--- config.mk ---
export PLATFORM = sky130hd
export DESIGN_NAME = startup_seq
export DESIGN_NICKNAME = d
export VERILOG_FILES = /design/src/rtl/startup_seq_pkg.sv /design/src/rtl/seq_done_stage.sv /design/src/rtl/seq_release_cell.sv /design/src/rtl/seq_phase_fsm.sv /design/src/rtl/startup_seq.sv
export SDC_FILE = /design/constraint.sdc
export NUM_CORES = 1
export LEC_CHECK = 0
export BUFFER_PORTS_ARGS = -buffer_cell sky130_fd_sc_hd__buf_2
export CORE_AREA = 2 2 52 54
export DETAILED_ROUTE_END_ITERATION = 10
export DIE_AREA = 0 0 54 56
export PLACE_DENSITY = 0.69
export SYNTH_ARGS = -nofsm -noshare
export SYNTH_HDL_FRONTEND = slang
export SYNTH_HIERARCHICAL = 1
export SYNTH_SLANG_ARGS = --single-unit
--- constraint.sdc ---
create_clock -name clk -period 2.61 [get_ports clk]
set_clock_uncertainty 0.15 [all_clocks]
set_input_delay 0.1305 -clock clk [delete_from_list [all_inputs] [get_ports clk]]
set_output_delay 0.1305 -clock clk [all_outputs]
set_load 0.05 [all_outputs]
--- src/rtl/startup_seq_pkg.sv ---
package startup_seq_pkg;

    localparam int PHASE_W = 3;

    localparam logic [2:0] SEL_KEEP   = 3'd0;
    localparam logic [2:0] SEL_DONE   = 3'd7;
    localparam logic [2:0] PHASE_LAST = 3'd6;
    localparam logic [2:0] PHASE_END  = 3'd7;

    typedef enum logic [2:0] {
        ST_IDLE,
        ST_STEP,
        ST_LOCK_HOLD,
        ST_DONE_HOLD,
        ST_FINISHED
    } seq_state_e;

endpackage

--- src/rtl/seq_done_stage.sv ---
module seq_done_stage #(
    parameter bit PIPE = 1'b1
) (
    input  logic clk,
    input  logic rst_n,
    input  logic done_in,
    output logic done_seen
);

    generate
        if (PIPE) begin : g_pipe
            logic done_q;
            always_ff @(posedge clk or negedge rst_n) begin
                if (!rst_n) begin
                    done_q <= 1'b0;
                end else begin
                    done_q <= done_in;
                end
            end
            assign done_seen = done_q;
        end else begin : g_direct
            assign done_seen = done_in;
        end
    endgenerate

endmodule

--- src/rtl/seq_release_cell.sv ---
module seq_release_cell
    import startup_seq_pkg::*;
#(
    parameter logic [2:0] DEF_SEL = 3'd1
) (
    input  logic               clk,
    input  logic               rst_n,
    input  logic               load,
    input  logic [2:0]         sel_in,
    input  logic               active,
    input  logic [PHASE_W-1:0] phase,
    input  logic               done_seen,
    output logic               fired,
    output logic               pending
);

    logic [2:0] cfg_q;
    logic       fired_q;
    logic       hit;

    always_comb begin
        if (cfg_q == SEL_DONE) begin
            hit = done_seen;
        end else begin
            hit = (cfg_q == phase);
        end
    end

    always_ff @(posedge clk or negedge rst_n) begin
        if (!rst_n) begin
            cfg_q   <= DEF_SEL;
            fired_q <= 1'b0;
        end else begin
            if (load && (sel_in != SEL_KEEP)) begin
                cfg_q <= sel_in;
            end
            if (active && hit) begin
                fired_q <= 1'b1;
            end
        end
    end

    assign fired   = fired_q;
    assign pending = (cfg_q == SEL_DONE) && !fired_q;

endmodule

--- src/rtl/seq_phase_fsm.sv ---
module seq_phase_fsm
    import startup_seq_pkg::*;
#(
    parameter int                N_LOCK    = 2,
    parameter logic [N_LOCK-1:0] LOCK_MASK = '1,
    parameter logic [2:0]        LCK_PHASE = 3'd7
) (
    input  logic               clk,
    input  logic               rst_n,
    input  logic               start,
    input  logic [N_LOCK-1:0]  lock_in,
    input  logic               done_pending,
    output logic [PHASE_W-1:0] phase,
    output logic               active,
    output logic               accept,
    output logic               finished
);

    localparam bit LOCK_EN = (LCK_PHASE <= PHASE_LAST) && (LOCK_MASK != '0);

    seq_state_e         state_q, state_d;
    logic [PHASE_W-1:0] phase_q, phase_d;
    logic               locks_ok;
    logic               lock_stall;

    assign locks_ok   = &(lock_in | ~LOCK_MASK);
    assign lock_stall = LOCK_EN && (phase_q == LCK_PHASE) && !locks_ok;

    always_comb begin
        state_d = state_q;
        phase_d = phase_q;
        unique case (state_q)
            ST_IDLE: begin
                if (start) begin
                    state_d = ST_STEP;
                    phase_d = '0;
                end
            end
            ST_STEP, ST_LOCK_HOLD: begin
                if (lock_stall) begin
                    state_d = ST_LOCK_HOLD;
                end else if (phase_q == PHASE_LAST && done_pending) begin
                    state_d = ST_DONE_HOLD;
                end else if (phase_q == PHASE_LAST) begin
                    state_d = ST_FINISHED;
                    phase_d = PHASE_END;
                end else begin
                    state_d = ST_STEP;
                    phase_d = phase_q + 3'd1;
                end
            end
            ST_DONE_HOLD: begin
                if (!done_pending) begin
                    state_d = ST_FINISHED;
                    phase_d = PHASE_END;
                end
            end
            ST_FINISHED: begin
                state_d = ST_FINISHED;
            end
            default: begin
                state_d = ST_IDLE;
            end
        endcase
    end

    always_ff @(posedge clk or negedge rst_n) begin
        if (!rst_n) begin
            state_q <= ST_IDLE;
            phase_q <= '0;
        end else begin
            state_q <= state_d;
            phase_q <= phase_d;
        end
    end

    always_comb begin
        phase    = phase_q;
        accept   = (state_q == ST_IDLE) && start;
        active   = (state_q == ST_STEP) || (state_q == ST_LOCK_HOLD) ||
                   (state_q == ST_DONE_HOLD);
        finished = (state_q == ST_FINISHED);
    end

endmodule

--- src/rtl/startup_seq.sv ---
module startup_seq
    import startup_seq_pkg::*;
#(
    parameter int                N_LOCK     = 2,
    parameter logic [N_LOCK-1:0] LOCK_MASK  = '1,
    parameter logic [2:0]        LCK_PHASE  = 3'd7,
    parameter logic [2:0]        GWE_DEF    = 3'd6,
    parameter logic [2:0]        GTS_DEF    = 3'd5,
    parameter logic [2:0]        DONE_PHASE = 3'd4,
    parameter bit                DONE_PIPE  = 1'b0,
    parameter bit                DRIVE_DONE = 1'b0
) (
    input  logic              clk,
    input  logic              rst_n,
    input  logic              cfg_end,
    input  logic [2:0]        gwe_sel,
    input  logic [2:0]        gts_sel,
    input  logic [N_LOCK-1:0] lock_in,
    input  logic              done_in,
    output logic              gwe,
    output logic              gts,
    output logic              done_o,
    output logic              done_oe,
    output logic              finished
);

    localparam int         N_REL    = 3;
    localparam int         IX_GWE   = 0;
    localparam int         IX_GTS   = 1;
    localparam int         IX_DONE  = 2;
    localparam logic [8:0] DEF_PACK = {DONE_PHASE, GTS_DEF, GWE_DEF};

    logic [PHASE_W-1:0]      phase;
    logic                    active;
    logic                    accept;
    logic                    done_seen;
    logic                    done_pending;
    logic [N_REL-1:0]        fired;
    logic [N_REL-1:0]        pending;
    logic [N_REL-1:0]        load_vec;
    logic [N_REL-1:0][2:0]   sel_vec;

    assign sel_vec[IX_GWE]   = gwe_sel;
    assign sel_vec[IX_GTS]   = gts_sel;
    assign sel_vec[IX_DONE]  = SEL_KEEP;
    assign load_vec[IX_GWE]  = accept;
    assign load_vec[IX_GTS]  = accept;
    assign load_vec[IX_DONE] = 1'b0;
    assign done_pending      = |pending;

    seq_phase_fsm #(
        .N_LOCK    (N_LOCK),
        .LOCK_MASK (LOCK_MASK),
        .LCK_PHASE (LCK_PHASE)
    ) u_fsm (
        .clk          (clk),
        .rst_n        (rst_n),
        .start        (cfg_end),
        .lock_in      (lock_in),
        .done_pending (done_pending),
        .phase        (phase),
        .active       (active),
        .accept       (accept),
        .finished     (finished)
    );

    seq_done_stage #(
        .PIPE (DONE_PIPE)
    ) u_done_stage (
        .clk       (clk),
        .rst_n     (rst_n),
        .done_in   (done_in),
        .done_seen (done_seen)
    );

    for (genvar i = 0; i < N_REL; i++) begin : g_rel
        seq_release_cell #(
            .DEF_SEL (DEF_PACK[i*3 +: 3])
        ) u_cell (
            .clk       (clk),
            .rst_n     (rst_n),
            .load      (load_vec[i]),
            .sel_in    (sel_vec[i]),
            .active    (active),
            .phase     (phase),
            .done_seen (done_seen),
            .fired     (fired[i]),
            .pending   (pending[i])
        );
    end

    always_comb begin
        gwe = fired[IX_GWE];
        gts = !fired[IX_GTS];
        if (DRIVE_DONE) begin
            done_oe = 1'b1;
            done_o  = fired[IX_DONE];
        end else begin
            done_oe = !fired[IX_DONE];
            done_o  = 1'b0;
        end
    end

endmodule

# Word-level counts from Yosys, hierarchy flattened
# Index checks and enable logic that the tools add are counted.
word_totals:
  register_bits: 15
  out_inout_bits: 5
classes:
  addsub: 1
  eq_ne: 13
  mux: 12
  n_reduce_logical: 22
op_table:
  columns: ["op", "n"]
  rows:
  - ["$mux W3", 8]
  - ["$eq A3 B3 Y1 const B", 4]
  - ["$pmux W3 S4", 1]
  - ["$logic_and A1 B1 Y1", 9]
  - ["$pmux W3 S3", 1]
  - ["$reduce_bool A3 Y1", 3]
  - ["$eq A3 B2 Y1 const B", 2]
  - ["$eq A3 B3 Y1", 2]
  - ["$ne A2 B2 Y1 const B", 3]
  - ["$reduce_and A4 Y1", 1]
  - ["$reduce_or A2 Y1", 2]
  - ["$add A3 B1 Y3 const B", 1]
  - ["$eq A3 B1 Y1 const B", 1]
  - ["$eq A3 B3 Y1 const A", 1]
  - ["$logic_not A1 Y1", 3]
  - ["$logic_not A3 Y1", 1]
  - ["$logic_or A1 B1 Y1", 2]
  - ["$mux W1", 2]
  - ["$reduce_and A2 Y1", 1]

# Depth between registers and ports, before layout
depth:
  depth_word: 6
  mapped_depth: 6
  mapped_depth_nobuf: 6

# Hierarchy
# Netlist, hierarchy kept.
by_module_without_submodules:
  columns: ["mod", "n_inst", "cells_per_inst", "area_per_inst_um2", "seq_area_each_um2"]
  rows:
  - ["seq_release_cell (g_rel[0].u_cell ...)", 2, 26, 259.0, 102.6]
  - ["seq_phase_fsm", 1, 35, 382.9, 150.1]
  - ["seq_release_cell (g_rel[2].u_cell)", 1, 26, 257.7, 101.3]
  - ["startup_seq", 1, 5, 25.0, 0.0]
  - ["seq_done_stage", 1, 1, 7.5, 0.0]

# Worst setup path before layout
# No wires, ideal clock.
synth_path:
  path_type: "reg-to-reg"
  startpoint: "register u_fsm.state_q[2]"
  endpoint: "register g_rel[0].u_cell.cfg_q[2]"
  setup_ns: 0.079
  t_arrival_ns: 1.887
  path_slack_ns: 0.494
  stages_incl_launch_ff: 5
  n_path_buf: 1
  cell_sequence: "dfrtp_1 clkbuf_1 nor4b_1 o21ai_0 a22o_1"
synth_via:
  elab_chain_len: 3
synth_rtl:
  columns: ["element", "line_no", "source"]
  rows:
  - ["from (decl)", "seq_phase_fsm.sv:21", "seq_state_e state_q, state_d;"]
  - ["from (signal assigned)", "seq_phase_fsm.sv:72", "state_q <= state_d;"]
  - ["$logic_not A3 Y1", "seq_phase_fsm.sv:79", "accept = (state_q == ST_IDLE) && start;"]
  - ["$logic_and A1 B1 Y1", "seq_phase_fsm.sv:79", null]
  - ["named net accept", "startup_seq.sv:35", "logic accept;"]
  - ["$logic_and A1 B1 Y1", "seq_release_cell.sv:34", "if (load && (sel_in != SEL_KEEP)) begin"]
  - ["to (signal assigned)", "seq_release_cell.sv:35", "cfg_q <= sel_in;"]
  - ["to (decl)", "seq_release_cell.sv:17", "logic [2:0] cfg_q;"]
# The timed path passes the listed nets, and every way through them passes these cells.
# A chain may end at the register's enable or synchronous reset.

# Worst setup path in the final report
layout_path:
  startpoint: "register g_rel[1].u_cell.cfg_q[1]"
  endpoint: "register u_fsm.phase_q[0] (netlist: u_fsm/phase[0])"
layout_via:
  elab_chain_len: 6
layout_rtl:
  columns: ["element", "line_no", "source"]
  rows:
  - ["from (decl)", "seq_release_cell.sv:17", null]
  - ["from (signal assigned)", "seq_release_cell.sv:35", null]
  - ["$eq A3 B3 Y1 (*)", "seq_release_cell.sv:44", "assign pending = (cfg_q == SEL_DONE) && !fired_q;"]
  - ["$logic_and A1 B1 Y1 (*)", "seq_release_cell.sv:44", null]
  - ["named net pending[1]", "startup_seq.sv:39", "logic [N_REL-1:0] pending;"]
  - ["$reduce_or A2 Y1 (*)", "startup_seq.sv:49", "assign done_pending = |pending;"]
  - ["named net done_pending", "startup_seq.sv:37", "logic done_pending;"]
  - ["$logic_and A1 B1 Y1", "seq_phase_fsm.sv:42", "end else if (phase_q == PHASE_LAST && done_pending) begin"]
  - ["$ne A2 B2 Y1 (no line)", null, null]
  - ["$reduce_and A4 Y1 (no line) (*)", null, null]
  - ["to (signal assigned)", "seq_phase_fsm.sv:73", "phase_q <= phase_d;"]
  - ["to (decl)", "seq_phase_fsm.sv:22", "logic [PHASE_W-1:0] phase_q, phase_d;"]
# The timed path passes the listed nets; every way through them passes the cells marked *.

==> reports/results.txt <==
status - finished, final reports clean
RePlAce Congestion - 0.811
total global routing overflow - 0
synth warn - 6
share of power burned in registers - 39.5%
DRC - 0
Setup crit start - g_rel[1].u_cell/cfg_q[1]
Pwr per Cell Area - 1000 nW/µm²
initial core utilization - 49.0%
final net count - 172
Clock Pin Slew Worst Setup and Hold Paths - 110 ps
Sinks on Clock Net - 18
period utilisation layout - 75.6%
Crit Path Max Fanout - 6
synth cell count leaders - dfrtp_1 (13), a22o_1 (9), o21ai_0 (9)
Tmin final - 1970 ps
Hold Path Class - in -> reg
final hold vios - 0
Post-synth EDFFs - 0
ant diodes - 0
IO Port Bufs - 13
pin count of the biggest net entering global routing - 20
Die Ht - 56 µm
FP Rows - 18
P_leak - 0.675 nW
Sw Pwr - 596 µW
WP data required - 2640 ps
syn_area_per_cell - 10.0 µm²
HPWL after DPL - 1690 µm
clock share of power - 11.8%
metal2 WL - 1110 µm
CP Data Arrival Time - 2010 ps
Die Footprint - 3020 µm²
Comb pwr share - 48.7%
setup TNS - 0 ps
min-delay src - cfg_end
count leader, synth - dfrtp_1
clk_lat worst skew - 280 ps
Final Cell Area - 1450 µm²
first-pass GRT wire length - 3880 µm
maximum VDD drop - 0.000552 V
Synth Flop Type - dfrtp_1
CTS Hold Bufs - 7
uppermost routed layer - met4
max-cap viol count - 0
Core ar. - 2430 µm²
CTS tree - built
DR pass1 iterations - 4
Root Buffer - clkbuf_4
Routed wire per std cell - 12.5 µm
Iter 0 DRT Violations - 16
Final Non-Filler Cells - 187
fraction of registers with async set/reset - 100%
synthesized area - 1190 µm²
layout cell share with drive strength beyond 1 - 22.3%
placed cell count - 176
post-synth top area share - 27.3%
Pwr Total - 1.45 mW
Detail Route Antenna Nets - 0
drt via density - 5.20
buffer count from post-CTS setup fixing - 0
CTS max path bufs - 2
Sw Share - 41.0%
synth unique cells - 33
Seq/Total Area, Yosys - 38.3%
setup violators final - 0
Max Freq - 507 MHz
unrepaired setup endpoints after global routing - no
Filler cells - 217
total CTS buffers - 3
post-CTS sizing - 0
Yosys reg bits - 18
Mapped Cells - 119
via count - 972
max-slew violations - 0
worst slew pin tran - 623 ps
initial antenna violation count - 0
io pins - 17
GRT Util Overall - 16.7%
Area growth syn-to-layout - 22.0%
vias in the first global route - 837
width of the die - 54 µm
leading area contributor after synthesis - dfrtp_1
internal power - 857 µW
Reg-to-Reg Start - g_rel[1].u_cell/cfg_q[1]
met3 routed WL - 66 µm
Setup Crit Path Kind - reg -> reg
Rel. slew slack - 58.5%
top cells by area, synth - dfrtp_1 (27%), dfstp_2 (11%), a22o_1 (6.6%), nor4b_4 (6.0%), o21ai_0 (3.8%)
H-tree levels - 1
crit path capture type - flop
WL met1 - 1140 µm
final WL - 2340 µm
DP Area - 1350 µm²
CP startpoint kind - flop
[critical path, stage by stage, from the launching register on]
cell and delay [ps]:
dfrtp_1 440, nand3_1 120, nor2_1 50, or3_1 430, a211o_4 380, mux2_4 300
[power groups by stage]
| stage | clock, mW | sequential (mW) | combinational [mW] |
|---|---|---|---|
| floorplan | 0 | 0.566 | 0.554 |
| finish | 0.171 | 0.575 | 0.707 |
| detailed placement | 0 | 0.580 | 0.699 |
| global route | 0.187 | 0.597 | 0.779 |
| CTS | 0.176 | 0.573 | 0.712 |
| global placement | 0 | 0.567 | 0.674 |
[cells in the final DEF (no fill, tap or decap)]
cell,instances
a211o_4,1
clkbuf_8,1
buf_4,2
nand2_1,3
conb_1,16
inv_1,6
a311o_1,3
a21oi_1,4
a22o_1,9
dlygate4sd3_1,7
nor3_1,7
nor2_1,7
dfstp_2,5
nor4b_4,3
dfrtp_1,13
clkbuf_4,3
o21ai_0,9
mux2_4,3
nand3_1,3
nor4b_1,1
nor2_4,1
o22ai_1,3
and3b_1,4
or3_1,2
and2_1,4
and2_2,1
o21a_1,3
ha_1,2
o21ai_1,6
o21ai_2,1
nand2b_1,4
buf_2,13
o21bai_1,1
and3b_2,1
xor2_1,3
maj3_1,2
[layer usage]
layer  GRT usage [%]  up-vias
li1                -      507
met1            24.9      450
met2            25.1       13
met3            1.61        2
met4            5.36        0
met5               0        -
[metrics by stage]
step | utilization, % | setup WS, ps | hold WS (ps)
global placement | 55.3 | 662 | -66.3
finish | 59.7 | 637 | 65.6
CTS | 59.7 | 632 | 63.9
floorplan | - | 494 | -315
detailed placement | 55.3 | 656 | -62.1
global route | 59.7 | 576 | 96.2
[registers in the layout (all words and copies together) (netlist names)]
name,flops
g_rel.u_cell/cfg_q,9
g_rel.u_cell/fired,3
u_fsm/state_q,3
u_fsm/phase,3
[final cells by class]
type	count	area [µm²]	area share [%]
multi-input combinational	107	749	51.6
sequential	18	457	31.4
timing repair buffer	22	150	10.3
tap	30	37.5	2.58
clock buffer	4	36.3	2.50
inverter	6	22.5	1.55
[final timing paths]
kind / endpoint / slack [ps] / depth (start not counted)
setup reg to reg: u_fsm/phase[0] / 640 / 5
hold reg to reg: g_rel[2].u_cell/fired / 370 / 1
setup / recovery: u_fsm/phase[0] / 640 / 5
hold / removal: u_fsm/state_q[0] / 70 / 4
max in group asynchronous: g_rel[0].u_cell/cfg_q[1] / 1840 / 2
min in group asynchronous: g_rel[2].u_cell/cfg_q[0] / 140 / 2
[cells by family after synthesis]
family,after synthesis,share of synthesized area (%)
simple gates,41,24.7
mux,3,3.78
fa+ha+maj,4,3.78
xor+xnor,3,2.21
buf+inv,9,3.47
compound gates,40,23.4
flops,18,38.3
other cells,1,0.315
No activity file was read; power rests on OpenSTA's default activity.
